<file path="config.mk">
export PLATFORM = sky130hd
export DESIGN_NAME = wdog_window
export DESIGN_NICKNAME = d
export VERILOG_FILES = /design/src/rtl/wdog_pkg.sv /design/src/rtl/wdog_prescaler.sv /design/src/rtl/wdog_down_counter.sv /design/src/rtl/wdog_cfg_regs.sv /design/src/rtl/wdog_window.sv
export SDC_FILE = /design/constraint.sdc
export NUM_CORES = 1
export LEC_CHECK = 0
export BUFFER_PORTS_ARGS = -buffer_cell sky130_fd_sc_hd__buf_2
export CORE_ASPECT_RATIO = 0.75
export CORE_MARGIN = 2
export CORE_UTILIZATION = 56
export DETAILED_ROUTE_END_ITERATION = 8
export PLACE_DENSITY = 0.77
export SLEW_MARGIN = 5
export SYNTH_ARGS = -nofsm -noshare
export SYNTH_HDL_FRONTEND = slang
export SYNTH_SLANG_ARGS = --single-unit
</file>
<file path="constraint.sdc">
create_clock -name clk -period 4.3 [get_ports clk]
set_clock_uncertainty 0.05 [all_clocks]
set_input_delay 0.215 -clock clk [delete_from_list [all_inputs] [get_ports clk]]
set_output_delay 0.215 -clock clk [all_outputs]
set_load 0.02 [all_outputs]
</file>
<file path="src/rtl/wdog_pkg.sv">
package wdog_pkg;
  localparam int CNT_W = 7;
  localparam int REG_W = 10;
  localparam logic [1:0] ADDR_CTRL = 2'd0;
  localparam logic [1:0] ADDR_CFG  = 2'd1;
  localparam logic [1:0] ADDR_STAT = 2'd2;
  localparam int ARM_BIT  = 7;
  localparam int IEN_BIT  = 9;
  localparam logic [CNT_W-1:0] WARN_VAL = 7'h40;
  localparam logic [CNT_W-1:0] CNT_RST  = 7'h7F;
endpackage

</file>
<file path="src/rtl/wdog_prescaler.sv">
module wdog_prescaler #(
  parameter int PRE_BASE = 4096,
  localparam int PCW = $clog2(PRE_BASE) + 3
) (
  input  logic       clk,
  input  logic       rst_n,
  input  logic       run,
  input  logic       restart,
  input  logic [1:0] pre_sel,
  output logic       tick
);
  logic [PCW-1:0] pcnt_q, pcnt_d, term;

  always_comb begin
    term = (PCW'(PRE_BASE) << pre_sel) - PCW'(1);
    tick = run && !restart && (pcnt_q == term);
    pcnt_d = pcnt_q;
    if (restart)
      pcnt_d = '0;
    else if (run)
      pcnt_d = (pcnt_q == term) ? '0 : pcnt_q + PCW'(1);
  end

  always_ff @(posedge clk or negedge rst_n) begin
    if (!rst_n) pcnt_q <= '0;
    else        pcnt_q <= pcnt_d;
  end

  // the count never passes the terminal for the selected ratio
  a_r3_count_bound: assert property (@(posedge clk) disable iff (!rst_n)
    pcnt_q <= ((PCW'(PRE_BASE) << pre_sel) - PCW'(1)));
endmodule

</file>
<file path="src/rtl/wdog_down_counter.sv">
module wdog_down_counter
  import wdog_pkg::*;
(
  input  logic             clk,
  input  logic             rst_n,
  input  logic             tick,
  input  logic             freeze,
  input  logic             ctrl_we,
  input  logic [CNT_W-1:0] wr_val,
  input  logic             wr_arm,
  input  logic [CNT_W-1:0] win,
  input  logic             flag_clr,
  output logic [CNT_W-1:0] cnt,
  output logic             armed,
  output logic             flag,
  output logic             rst_req
);
  logic [CNT_W-1:0] cnt_d;
  logic armed_d, flag_d, fire_d, flag_set;

  always_comb begin
    cnt_d    = cnt;
    armed_d  = armed;
    fire_d   = 1'b0;
    flag_set = 1'b0;
    if (ctrl_we) begin
      if (armed && (cnt > win)) begin
        fire_d = 1'b1;
      end else begin
        cnt_d   = wr_val;
        armed_d = armed | wr_arm;
        if (armed_d && !wr_val[CNT_W-1]) fire_d = 1'b1;
      end
    end else if (tick) begin
      cnt_d = cnt - CNT_W'(1);
      if (cnt == WARN_VAL) fire_d = 1'b1;
      if (cnt == WARN_VAL + CNT_W'(1)) flag_set = 1'b1;
    end
    flag_d = flag_set ? 1'b1 : (flag_clr ? 1'b0 : flag);
  end

  always_ff @(posedge clk or negedge rst_n) begin
    if (!rst_n) begin
      cnt     <= CNT_RST;
      armed   <= 1'b0;
      flag    <= 1'b0;
      rst_req <= 1'b0;
    end else begin
      cnt     <= cnt_d;
      armed   <= armed_d;
      flag    <= flag_d;
      rst_req <= fire_d;
    end
  end

  a_r8_arm_sticky: assert property (@(posedge clk) disable iff (!rst_n)
    armed |=> armed);
  a_r12_idle_hold: assert property (@(posedge clk) disable iff (!rst_n)
    (!armed && !ctrl_we) |=> ($stable(cnt) && !rst_req));
  a_r11_freeze_hold: assert property (@(posedge clk) disable iff (!rst_n)
    (freeze && !ctrl_we) |=> $stable(cnt));
  a_r9_flag_rise: assert property (@(posedge clk) disable iff (!rst_n)
    $rose(flag) |-> (cnt == WARN_VAL));
  a_r4_timeout_fire: assert property (@(posedge clk) disable iff (!rst_n)
    (tick && !ctrl_we && cnt == WARN_VAL) |=> (rst_req && cnt == WARN_VAL - CNT_W'(1)));
  a_r7_in_window_load: assert property (@(posedge clk) disable iff (!rst_n)
    (ctrl_we && (!armed || cnt <= win)) |=> (cnt == $past(wr_val)));
endmodule

</file>
<file path="src/rtl/wdog_cfg_regs.sv">
module wdog_cfg_regs
  import wdog_pkg::*;
(
  input  logic             clk,
  input  logic             rst_n,
  input  logic             reg_we,
  input  logic [1:0]       reg_addr,
  input  logic [REG_W-1:0] reg_wdata,
  input  logic [CNT_W-1:0] cnt,
  input  logic             armed,
  input  logic             flag,
  output logic [CNT_W-1:0] win,
  output logic [1:0]       pre_sel,
  output logic             irq_en,
  output logic [REG_W-1:0] reg_rdata
);
  logic cfg_we;
  logic [CNT_W-1:0] win_d;
  logic [1:0] pre_d;
  logic ien_d;

  always_comb begin
    cfg_we = reg_we && (reg_addr == ADDR_CFG);
    win_d  = cfg_we ? reg_wdata[CNT_W-1:0] : win;
    pre_d  = cfg_we ? reg_wdata[IEN_BIT-1:CNT_W] : pre_sel;
    ien_d  = cfg_we ? reg_wdata[IEN_BIT] : irq_en;
  end

  always_ff @(posedge clk or negedge rst_n) begin
    if (!rst_n) begin
      win     <= CNT_RST;
      pre_sel <= 2'd0;
      irq_en  <= 1'b0;
    end else begin
      win     <= win_d;
      pre_sel <= pre_d;
      irq_en  <= ien_d;
    end
  end

  always_comb begin
    case (reg_addr)
      ADDR_CTRL: reg_rdata = {2'b00, armed, cnt};
      ADDR_CFG:  reg_rdata = {irq_en, pre_sel, win};
      ADDR_STAT: reg_rdata = {{(REG_W-1){1'b0}}, flag};
      default:   reg_rdata = '0;
    endcase
  end
endmodule

</file>
<file path="src/rtl/wdog_window.sv">
module wdog_window
  import wdog_pkg::*;
#(
  parameter int PRE_BASE = 4096
) (
  input  logic             clk,
  input  logic             rst_n,
  input  logic             reg_we,
  input  logic [1:0]       reg_addr,
  input  logic [REG_W-1:0] reg_wdata,
  output logic [REG_W-1:0] reg_rdata,
  input  logic             dbg_halted,
  input  logic             dbg_stop_en,
  output logic             sys_rst_req,
  output logic             early_irq
);
  logic ctrl_we, flag_clr, freeze, tick;
  logic armed, flag, irq_en;
  logic [CNT_W-1:0] cnt, win;
  logic [1:0] pre_sel;

  always_comb begin
    ctrl_we  = reg_we && (reg_addr == ADDR_CTRL);
    flag_clr = reg_we && (reg_addr == ADDR_STAT) && !reg_wdata[0];
    freeze   = dbg_halted && dbg_stop_en;
    early_irq = flag && irq_en;
  end

  wdog_prescaler #(.PRE_BASE(PRE_BASE)) u_pre (
    .clk(clk), .rst_n(rst_n), .run(armed && !freeze), .restart(ctrl_we),
    .pre_sel(pre_sel), .tick(tick));

  wdog_down_counter u_cnt (
    .clk(clk), .rst_n(rst_n), .tick(tick), .freeze(freeze),
    .ctrl_we(ctrl_we), .wr_val(reg_wdata[CNT_W-1:0]),
    .wr_arm(reg_wdata[ARM_BIT]), .win(win), .flag_clr(flag_clr),
    .cnt(cnt), .armed(armed), .flag(flag), .rst_req(sys_rst_req));

  wdog_cfg_regs u_regs (
    .clk(clk), .rst_n(rst_n), .reg_we(reg_we), .reg_addr(reg_addr),
    .reg_wdata(reg_wdata), .cnt(cnt), .armed(armed), .flag(flag),
    .win(win), .pre_sel(pre_sel), .irq_en(irq_en), .reg_rdata(reg_rdata));

  // the interrupt follows the flag only when enabled
  a_r10_irq_gate: assert property (@(posedge clk) disable iff (!rst_n)
    (!flag || !irq_en) |-> !early_irq);
endmodule

</file>
==> results_tabular.tex <==
\begin{tabular}{lr}
\hline
Metric & Value \\
\hline
\multicolumn{2}{l}{\textbf{Run status}} \\
Run status & finished, final reports clean \\
\multicolumn{2}{l}{\textbf{Clocking}} \\
TritonCTS clock tree & built \\
Max clock buf depth & 2 \\
Post-cts gate resize count & 0 \\
Clock slew seen by the registers of the worst setup and hold paths & roughly 0.07 ns \\
Root buffer cell & sky130\_fd\_sc\_hd\_\_clkbuf\_8 \\
Number of buffers created by CTS & 5 \\
Clock H-tree levels & 2 \\
Num Clock Sinks & 35 \\
Clock Latency Late Sink & a little under 0.3 ns \\
\multicolumn{2}{l}{\textbf{Logic synthesis}} \\
Count of flip-flops with a built-in enable after synthesis & 0 \\
Main combinational cell family by area after synthesis & simple AND/OR/NAND/NOR gates \\
Synthesized-area fraction occupied by ao, oa, aoi and oai cells & about a fifth \\
Multiplexer share of the synthesized area & under 10\% \\
XOR/XNOR Fraction of Synth Area & 0.760\% \\
Syn\_area\_per\_cell & around 9.5 um2 \\
Cells after synthesis & 243 \\
Ys Warns & 0 \\
Register area share after synthesis & around two fifths \\
Area of the mapped netlist & 2300 um2 \\
Register bit count reported by yosys & 35 \\
Commonest register cell after synthesis & sky130\_fd\_sc\_hd\_\_dfrtp\_1 \\
Count of different cell masters after synthesis & 55 \\
Mapped Nets & 271 \\
Proportion of register bits with asynchronous set or reset after synthesis & 100\% \\
Simple logic cell fraction of the synthesized area & about a quarter \\
Post-Synth Adder-Cell Area & approximately 6.0\% \\
\multicolumn{2}{l}{\textbf{Routing}} \\
Residual DRC & 0 \\
Overall via count from detail\_route & approximately 1,900 \\
Average wire per standard cell & $\sim$16 um \\
Residual antenna-violating net count after detailed routing & 0 \\
Post-detailed-routing wire length & approximately 5300 um \\
Average vias per placed instance & approximately 5.9 \\
Length of the first detailed-routing pass in iterations & 4 \\
Initial drt markers & 194 \\
\multicolumn{2}{l}{\textbf{Power}} \\
Portion of total power attributed to sequential cells & 43.0\% \\
Proportion of total power due to net switching & a little over a third \\
Power density cells & 447 nW/um2 \\
Clock network power share & 24.9\% \\
Net switching component of the power & 404 uW \\
Worst-case vdd ir drop & $\sim$320 uV \\
Static Leakage & between 0.001 and 0.0015 uW \\
Logic pwr share & 32.0\% \\
Internal power contribution & 760 uW \\
\multicolumn{2}{l}{\textbf{Worst setup path}} \\
Launching element type of the critical path & flip-flop \\
Length in cells of the worst reg-to-reg path & 5 \\
Worst setup path class & flip-flop to flip-flop \\
Arrival time at the worst endpoint & roughly 2.8 ns \\
Reg2reg end & u\_cnt.cnt[2]\$\_DFFE\_PN1P\_ \\
Setup slack of the worst register-to-register path & between 1.5 and 2 ns \\
Data required time of the worst path & approximately 4.5 ns \\
Largest fanout on the critical path & 21 \\
Worst setup EP type & flip-flop \\
Critical R2R Launch & u\_cnt.armed\$\_DFFE\_PN0P\_ \\
\multicolumn{2}{l}{\textbf{STA}} \\
Final-layout setup total negative slack & 0 ns \\
Final setup violation count & 0 \\
Max\_slew headroom & $\sim$39\% \\
Pins over their slew limit & 0 \\
Number of hold-slack violations in the final timing report & 0 \\
Pin slew with the least headroom to its limit & about 0.91 ns \\
Minimum clock period & between 2 and 3 ns \\
Share of the clock period used by the worst path & 60.6\% \\
Highest attainable clock frequency & $\sim$380 MHz \\
Setup repair after global routing missed its margin & false \\
\multicolumn{2}{l}{\textbf{Placement}} \\
Placed Cells incl. Taps & 319 \\
RD Place Congestion & 0.889 \\
DP HPWL & about 3800 um \\
Port Buffer Count & 28 \\
\multicolumn{2}{l}{\textbf{Layout}} \\
Layout Utilization & approximately two thirds \\
Final non-filler cell total & 328 \\
Layout Nets & 300 \\
Fraction of layout instances using a drive strength above 1 & about a quarter \\
Synthesis-to-finish area growth & 12.9\% \\
Number of filler instances in the final layout & 361 \\
Antenna cells & 0 \\
\multicolumn{2}{l}{\textbf{Hold path}} \\
Hold path endpoint & u\_cnt.cnt[5]\$\_DFFE\_PN1P\_ \\
Hold Path Class & input pin to flip-flop \\
Hold wc startpoint & reg\_wdata[5] \\
Number of instances on the worst hold path & 3 \\
\multicolumn{2}{l}{\textbf{Global routing}} \\
Grt ovf & 0 \\
First-pass GRT wire length & $\sim$9000 um \\
Global Route Usage Sum & approximately a quarter \\
Via count of the first global-routing pass & between 1,500 and 2,000 \\
Pin count of the biggest net entering global routing & 36 \\
Initial antenna violation count & 0 \\
\multicolumn{2}{l}{\textbf{Run}} \\
Number of max-cap violations & 0 \\
\multicolumn{2}{l}{\textbf{Die}} \\
Width of the die & just under 80 um \\
Total number of placement rows & 20 \\
I/O pins & 29 \\
Core area & roughly 4000 um2 \\
Overall die height & around 60 um \\
Initial core utilization & between 50\% and 60\% \\
Area of the die & about 4600 um2 \\
\hline
\end{tabular}
[metal layers]
metal  track usage, %  vias up  part of all wire (%)  wire length, um
li1                 -      963                     -                -
met1             39.4      924                    53             2760
met2             37.8       56                    41             2160
met3             6.40        4                   5.8              306
met4             3.76        0                  0.59               31
met5                0        -                     0                0
[cell usage in the layout (no fill, tap or decap), drive strengths merged, types with 3 or more instances in the layout]
cell type / netlist / layout
nor3: 9 / 9
nor2: 20 / 20
o21ai: 9 / 9
mux2: 9 / 9
or4: 3 / 3
nand4: 6 / 6
a22o: 5 / 5
and2: 8 / 8
mux2i: 8 / 8
buf: 5 / 30
and3: 6 / 6
o211ai: 4 / 4
ha: 11 / 11
clkbuf: 4 / 7
o21a: 6 / 6
dfrtp: 21 / 21
nor3b: 6 / 6
nand3: 6 / 6
a21o: 4 / 4
a211oi: 3 / 3
o311ai: 4 / 4
a21oi: 9 / 9
nand2: 24 / 24
dfstp: 14 / 14
inv: 10 / 10
[area by class of cell]
| class | instances | area, um2 | area share (%) |
|---|---|---|---|
| inverter | 10 | 37.5 | 1.44 |
| sequential | 35 | 893 | 34.3 |
| tap | 55 | 68.8 | 2.65 |
| timing repair buffer | 31 | 165 | 6.35 |
| clock inverter | 1 | 30.0 | 1.15 |
| multi-input combinational | 189 | 1330 | 51.1 |
| clock buffer | 7 | 76.3 | 2.93 |
[repair_timing]
item	in CTS	in global routing
buffers inserted	0	0
endpoints found under the hold margin	21	0
hold buffers	1	0
endpoints found under the setup margin	0	0
[metrics by stage]
step | hold slack (ns) | total power, uW | setup WS, ns | area, um2
3_3_place_gp | 0.288 | 859 | 1.78 | 2480
3_5_place_dp | 0.287 | 870 | 1.74 | 2480
2_1_floorplan | -0.131 | 757 | 2.41 | 2300
5_1_grt | 0.102 | 1260 | 1.44 | 2600
4_1_cts | 0.0958 | 1170 | 1.75 | 2600
6_report | 0.0994 | 1160 | 1.69 | 2600
[worst max-delay path by stage]
stage,depth (start not counted),to,start,slack (ns)
floorplan,7,u_cnt.cnt[2]$_DFFE_PN1P_,u_regs.win[6]$_DFFE_PN1P_,2.41
global placement,6,u_cnt.cnt[2]$_DFFE_PN1P_,reg_addr[0],1.78
detailed placement,6,u_cnt.cnt[2]$_DFFE_PN1P_,reg_addr[0],1.74
CTS,5,u_cnt.cnt[2]$_DFFE_PN1P_,u_cnt.armed$_DFFE_PN0P_,1.75
global route,5,u_cnt.cnt[2]$_DFFE_PN1P_,u_cnt.armed$_DFFE_PN0P_,1.44
finish,5,u_cnt.cnt[2]$_DFFE_PN1P_,u_cnt.armed$_DFFE_PN0P_,1.69
[power by group through the flow]
stage	clock, uW	sequential [uW]	combinational (uW)
floorplan	0	478	279
global placement	0	499	360
detailed placement	0	505	365
CTS	298	499	373
global route	317	513	426
finish	290	501	373
[cells by family (layout without fill, tap and decap cells)]
kind of cell | Yosys count | after routing
AND/OR/NAND/NOR | 100 | 100
AO/OA/AOI/OAI | 59 | 59
flip-flops | 35 | 35
buffers and inverters | 19 | 49
multiplexers | 17 | 17
adder cells (fa/ha/maj) | 11 | 11
XOR/XNOR | 2 | 2
[state kept, by name, summed over array words and instances, names as in the netlist]
register	flops
u_pre.pcnt_q	15
u_cnt.cnt	7
u_regs.win	7
u_regs.pre_sel	2
u_cnt.armed	1
u_cnt.flag	1
u_cnt.rst_req	1
u_regs.irq_en	1
[worst max-delay path, stage by stage, from the launching register on]
cell and delay, ns:
sky130_fd_sc_hd__dfrtp_1 0.44, sky130_fd_sc_hd__a21boi_1 0.28, sky130_fd_sc_hd__nand2_1 0.43, sky130_fd_sc_hd__a211oi_2 0.87, sky130_fd_sc_hd__a211oi_1 0.20, sky130_fd_sc_hd__nor4_2 0.25
[synthesized netlist by cell type (all sizes together), types with 2 or more instances]
library cell | number | share of area [%]
xnor2 | 2 | 0.76
nand4 | 6 | 2.3
a211oi | 3 | 1.2
a22o | 5 | 1.9
inv | 10 | 1.6
nor3 | 9 | 2.2
o22a | 2 | 0.76
mux2i | 8 | 3.5
nor3b | 6 | 2.0
buf | 5 | 1.2
o21a | 6 | 2.0
or3b | 2 | 0.76
and2 | 8 | 2.2
nor2 | 20 | 3.3
nand2 | 24 | 3.9
nor4 | 2 | 0.81
nand3 | 6 | 1.3
dfrtp | 21 | 23
o22ai | 2 | 0.54
dfstp | 14 | 16
or3 | 2 | 0.54
o211ai | 4 | 1.3
nand2b | 2 | 0.54
o31ai | 2 | 0.65
a21o | 4 | 1.3
or4 | 3 | 0.98
and3 | 6 | 1.9
a21oi | 9 | 2.0
o311ai | 4 | 1.5
mux2 | 9 | 4.4
clkbuf | 4 | 0.65
o21ai | 9 | 2.1
ha | 11 | 6.0
No activity file was read; power rests on OpenSTA's default activity.
